[src/rtl/irq_vec_ctrl.sv]
module irq_vec_ctrl #(
  parameter int NSRC = 32,
  parameter int NEST = 8,
  parameter int AW   = 6
) (
  input  logic            clk,
  input  logic            rst_n,
  input  logic [NSRC-1:0] src_req,
  input  logic [AW-1:0]   reg_addr,
  input  logic            reg_wr,
  input  logic [15:0]     reg_wdata,
  output logic [15:0]     reg_rdata,
  input  logic            cpu_ack,
  input  logic            cpu_ret,
  output logic            cpu_irq,
  output logic [3:0]      cpu_level,
  output logic [6:0]      vec_num,
  output logic [3:0]      vec_lvl
);
  localparam int DW     = 16;
  localparam int PPW    = DW / 4;
  localparam int NFW    = (NSRC + DW - 1) / DW;
  localparam int NPW    = (NSRC + PPW - 1) / PPW;
  localparam int CTRL_A = 0;
  localparam int LVL_A  = 1;
  localparam int STAT_A = 2;
  localparam int FLAG_A = 4;
  localparam int EN_A   = FLAG_A + NFW;
  localparam int PRI_A  = EN_A + NFW;
  localparam int DEPW   = $clog2(NEST + 1);

  logic [NSRC-1:0] flag, flag_d, en, en_d, clr;
  logic [2:0]      pri   [NSRC];
  logic [2:0]      pri_d [NSRC];
  logic            nest_off;
  logic [3:0]      cpu_lvl;
  logic [3:0]      stk [NEST];
  logic [DEPW-1:0] depth;
  logic [3:0]      best_l, eff_lvl;
  logic [6:0]      best_i;
  logic            ack_ok, ret_ok, lvl_wr;
  int              addr;

  assign addr   = int'(reg_addr);
  assign lvl_wr = reg_wr && addr == LVL_A;

  always_comb begin
    clr   = '0;
    en_d  = en;
    pri_d = pri;
    for (int i = 0; i < NSRC; i++) begin
      if (reg_wr && addr == FLAG_A + i / DW) clr[i]  = reg_wdata[i % DW];
      if (reg_wr && addr == EN_A + i / DW)   en_d[i] = reg_wdata[i % DW];
      if (reg_wr && addr == PRI_A + i / PPW) pri_d[i] = reg_wdata[4*(i%PPW) +: 3];
    end
    flag_d = (flag & ~clr) | src_req;
  end

  always_comb begin
    best_l = '0;
    best_i = '0;
    for (int i = 0; i < NSRC; i++)
      if (flag[i] && en[i] && {1'b0, pri[i]} > best_l) begin
        best_l = {1'b0, pri[i]};
        best_i = 7'(i);
      end
  end

  assign eff_lvl   = (nest_off && depth != '0) ? 4'd7 : cpu_lvl;
  assign cpu_irq   = vec_lvl > eff_lvl;
  assign ack_ok    = cpu_ack && cpu_irq && int'(depth) < NEST;
  assign ret_ok    = !ack_ok && cpu_ret && depth != '0;
  assign cpu_level = cpu_lvl;

  always_ff @(posedge clk) begin
    if (!rst_n) begin
      flag     <= '0;
      en       <= '0;
      nest_off <= 1'b0;
      vec_num  <= '0;
      vec_lvl  <= '0;
      for (int i = 0; i < NSRC; i++) pri[i] <= '0;
    end else begin
      flag <= flag_d;
      en   <= en_d;
      pri  <= pri_d;
      if (reg_wr && addr == CTRL_A) nest_off <= reg_wdata[0];
      vec_lvl <= best_l;
      vec_num <= (best_l != '0) ? best_i + 7'd8 : 7'd0;
    end
  end

  always_ff @(posedge clk) begin
    if (!rst_n) begin
      cpu_lvl <= '0;
      depth   <= '0;
      for (int i = 0; i < NEST; i++) stk[i] <= '0;
    end else if (ack_ok) begin
      stk[int'(depth)] <= cpu_lvl;
      cpu_lvl          <= vec_lvl;
      depth            <= depth + 1'b1;
    end else if (ret_ok) begin
      cpu_lvl <= stk[int'(depth) - 1];
      depth   <= depth - 1'b1;
    end else if (lvl_wr) begin
      cpu_lvl[2:0] <= reg_wdata[2:0];
    end
  end

  always_comb begin
    reg_rdata = '0;
    if (addr == CTRL_A) reg_rdata[0] = nest_off;
    if (addr == LVL_A)  reg_rdata[3:0] = cpu_lvl;
    if (addr == STAT_A) reg_rdata = {4'd0, vec_lvl, 1'b0, vec_num};
    for (int i = 0; i < NSRC; i++) begin
      if (addr == FLAG_A + i / DW) reg_rdata[i % DW] = flag[i];
      if (addr == EN_A + i / DW)   reg_rdata[i % DW] = en[i];
      if (addr == PRI_A + i / PPW) reg_rdata[4*(i%PPW) +: 3] = pri[i];
    end
  end
endmodule


[config.mk]
export PLATFORM = sky130hd
export DESIGN_NAME = irq_vec_ctrl
export DESIGN_NICKNAME = d
export VERILOG_FILES = /design/src/rtl/irq_vec_ctrl.sv
export SDC_FILE = /design/constraint.sdc
export NUM_CORES = 1
export LEC_CHECK = 0
export ABC_CLOCK_PERIOD_IN_PS = 42300
export BUFFER_PORTS_ARGS = -buffer_cell sky130_fd_sc_hd__buf_2
export CELL_PAD_IN_SITES_DETAIL_PLACEMENT = 1
export CELL_PAD_IN_SITES_GLOBAL_PLACEMENT = 1
export CORE_ASPECT_RATIO = 0.9
export CORE_MARGIN = 5
export CORE_UTILIZATION = 25
export CTS_CLUSTER_SIZE = 14
export DETAILED_ROUTE_END_ITERATION = 8
export HOLD_SLACK_MARGIN = 0.05
export PLACE_DENSITY = 0.61
export SLEW_MARGIN = 20
export SYNTH_ARGS = -nofsm -noshare
export SYNTH_HDL_FRONTEND = slang
export SYNTH_SLANG_ARGS = --single-unit
[constraint.sdc]
create_clock -name clk -period 42.3 [get_ports clk]
set_input_delay 12.69 -clock clk [delete_from_list [all_inputs] [get_ports clk]]
set_output_delay 12.69 -clock clk [all_outputs]
set_load 0.01 [all_outputs]
==> results.py <==
metrics = {
    "setup_path": {
        "end_kind": "register",
        "worstPathArrival_ns": 41.08,
        "critPathMaxFanout": 8,
        "max_stage_delay_ns": 0.52,
        "cp-start-kind": "register",
        "cpMaxStageDelayCell": "or4_4",
        "setup.worst_path.class": "reg -> reg",
        "cp.required_ns": 42.72,
        "critPathMostFrequentCell": "ha_1",
    },
    "clock_network": {
        "ctsHoldBuffers": 0,
        "cts-htree-levels": 1,
        "cts_root_buf": "clkbuf_16",
        "cts.sinks": 210,
        "cts_inserted_buffers": 23,
        "worstSkewPairLatency_ns": 0.54,
        "cts.reportedPaths.clkPinSlew_ns": 0.07,
        "cts_tree": "done",
        "clock_path_buffers": 3,
    },
    "die": {
        "top_level_ports": 91,
        "coreArea_sq_um": 57100,
        "dieArea_sq_um": 62600,
        "initial_utilization_pct": 25.3,
        "fp.dieW_um": 263,
        "die_h_um": 238,
        "rows": 83,
    },
    "place": {
        "place_hpwl_um": 48400,
        "gp_congestion": 0.949,
        "dp.cells": 2705,
        "portBuffers": 88,
        "post_dp_cell_area_sq_um": 15700,
    },
    "cells_and_area": {
        "fin_nets": 2166,
        "layout-drive-gt1-share_pct": 19.2,
        "area_growth_pct": 22.5,
        "postLayoutCoreUtil_pct": 30.9,
        "instances_no_fill": 2809,
        "fin_area_sq_um": 17700,
        "antenna_cells": 0,
    },
    "timing": {
        "final.period_utilization_pct": 96.1,
        "setup_viol": 0,
        "fmax_mhz": 24.6,
        "skew_ns": 0.0144,
        "tightest_slew_ns": 1.09,
        "hold_slack_ns": 0.471,
        "relSlewSlack_pct": 27.0,
        "hold_violations": 0,
        "finalCriticalPeriod_ns": 40.67,
        "maxSlewViolCount": 0,
        "finalSetupTns_ns": 0,
    },
    "detailed_routing": {
        "drtIter0Drc": 1091,
        "avgRoutedWirePerCell_um": 23.3,
        "vias_per_cell": 5.49,
        "drt-total-wl_um": 65500,
        "drtAntennaViolNets": 0,
        "vias": 15400,
        "drc_errors": 0,
        "first_pass_iters": 7,
    },
    "pwr": {
        "p_per_area_nw_per_um2": 28.4,
        "max-vdd-ir-drop_mv": 0.0247,
        "p_leak_nw": 6.42,
    },
    "global_route": {
        "grt_max_degree": 107,
        "gr-usage-all-layers_pct": 19.4,
        "grt_pass1_vias": 15300,
        "grt-ovfl-total": 0,
        "grt_pass1_wl_um": 95700,
        "antenna_found_initial": 0,
    },
    "status": {
        "status": "completed",
    },
    "yosys": {
        "synthFlopType": "dfxtp_1",
        "synth-async-reset-ratio_pct": 0,
        "synth.avg_cell_area_sq_um": 7.53,
        "synth.top_cells.by_area": "dfxtp_1, nand2_1, a21oi_1",
        "ys_warn_count": 0,
        "ys_seq_area_share_pct": 31.4,
        "ys_types": 98,
        "synth_top_area_cell": "dfxtp_1",
        "synth_edf_count": 32,
        "ys_ff_latch": 210,
        "synth_top_area_share_pct": 24.7,
        "syn_inst": 1915,
        "synth_area_sq_um": 14400,
    },
    "run": {
        "cap_violations": 0,
    },
    "min_path": {
        "hold_path_class": "reg -> reg",
    },
}
## logic make-up (layout without fill, tap and decap cells)
group                      count (synthesis)  after routing  synth area share (%)
DFF                                      210            210                  31.4
buffers and inverters                    180            308                  4.84
AOI/OAI and AO/OA                        580            580                  27.0
other                                      1              2                0.0260
adders and majority gates                 82             82                  7.13
and+or+nand+nor                          803            803                  24.6
xor gates and xnor gates                  10             10                 0.607
muxes                                     49             49                  4.37
## what timing repair did
item,CTS,global route
setup endpoints to repair,9,9
resized for setup,28,127
setup buffers,7,55
pin swaps,8,58
## worst max-delay path, delay by kind of cell, from the launching register on
kind                       cells  cell delay (ns)
AOI/OAI and AO/OA             88            17.75
adders and majority gates     34             9.91
buffers and inverters         13             1.51
DFF                            1             0.37
muxes                          8             1.98
and+or+nand+nor               59             8.92
## stage by stage
step	setup slack [ns]	power, mW
after CTS	0.0372	0.504
final	1.63	0.502
after detailed placement	-2.29	0.303
after global routing	-0.606	0.521
after global placement	-0.486	0.300
after floorplan	2.57	0.271
## cell usage in the layout (no fill, tap or decap), drive strengths merged, types with 8 or more instances in the layout
cell / instances
dfxtp: 178
mux2: 9
nor2: 155
buf: 180
clkbuf: 33
a211o: 8
nand2: 417
nor2b: 13
inv: 87
nand3: 50
o311ai: 9
o21ai: 67
nand4: 13
and2: 42
and3: 18
nor3: 27
edfxtp: 32
or3: 10
ha: 79
mux4: 10
o211ai: 15
a311oi: 9
nor4: 9
a22oi: 52
a211oi: 16
o2111ai: 20
nand2b: 20
a31o: 9
mux2i: 30
a21oi: 231
or2: 9
o21a: 25
a31oi: 26
a21o: 13
## state kept, by name, indices dropped and copies added, names as in the netlist, 3 cells and up
name	flops
en	32
vec_num	6
vec_lvl	3
cpu_level	4
stk	32
pri	96
flag	32
depth	4
## final cells by class
cell class / count / area (sq um)
fill: 6931 / 39400
multi-input combinational: 1526 / 10000
sequential: 210 / 4530
timing repair buffer: 180 / 1130
tap: 765 / 957
clock buffer: 33 / 633
inverter: 86 / 328
clock inverter: 9 / 77.6
## final timing paths
| kind | start | end | slack (ns) | cells past startpoint |
|---|---|---|---|---|
| worst max-delay path | flag[0]$_SDFF_PN0_ | vec_num[4]$_SDFF_PN0_ | 1.63 | 202 |
| worst min-delay path | pri[21]$_SDFFE_PN0P_ | pri[21]$_SDFFE_PN0P_ | 0.47 | 2 |
| worst max register to register | flag[0]$_SDFF_PN0_ | vec_num[4]$_SDFF_PN0_ | 1.63 | 202 |
| worst min register to register | pri[21]$_SDFFE_PN0P_ | pri[21]$_SDFFE_PN0P_ | 0.47 | 2 |
## cells in the mapped netlist (6+ instances only)
library cell	instances
nor2_1	155
a211oi_1	11
o2111ai_1	19
o211ai_1	14
dfxtp_1	178
nor2b_1	13
nand2_1	417
o21a_1	25
mux4_2	10
nand2b_1	20
a22oi_1	51
or2_2	7
o2111a_1	7
inv_1	85
or3_1	10
a31o_2	7
nand3_1	50
ha_1	79
nor3_1	26
clkbuf_1	87
a21o_1	13
nor4_1	8
edfxtp_1	32
a31oi_1	26
a211o_1	8
and3_1	18
and2_1	42
nand4_1	13
o31a_1	6
a21oi_1	229
o211a_1	6
mux2_2	8
mux2i_1	30
o21ai_0	64
## where the power goes
group	internal [mW]	switching [mW]
clock network	0.111	0.0918
logic	0.0275	0.0453
registers	0.210	0.0168
## layer usage
layer	up-vias	GRT usage (%)	share of wire (%)	wire length, um
met4	0	3.55	2.0	1300
met1	7796	27.1	46	30200
met5	-	0	0	0
li1	7135	-	-	-
met2	418	32.6	46	30200
met3	77	2.45	5.7	3730
Power figures use the tool's default switching activity.
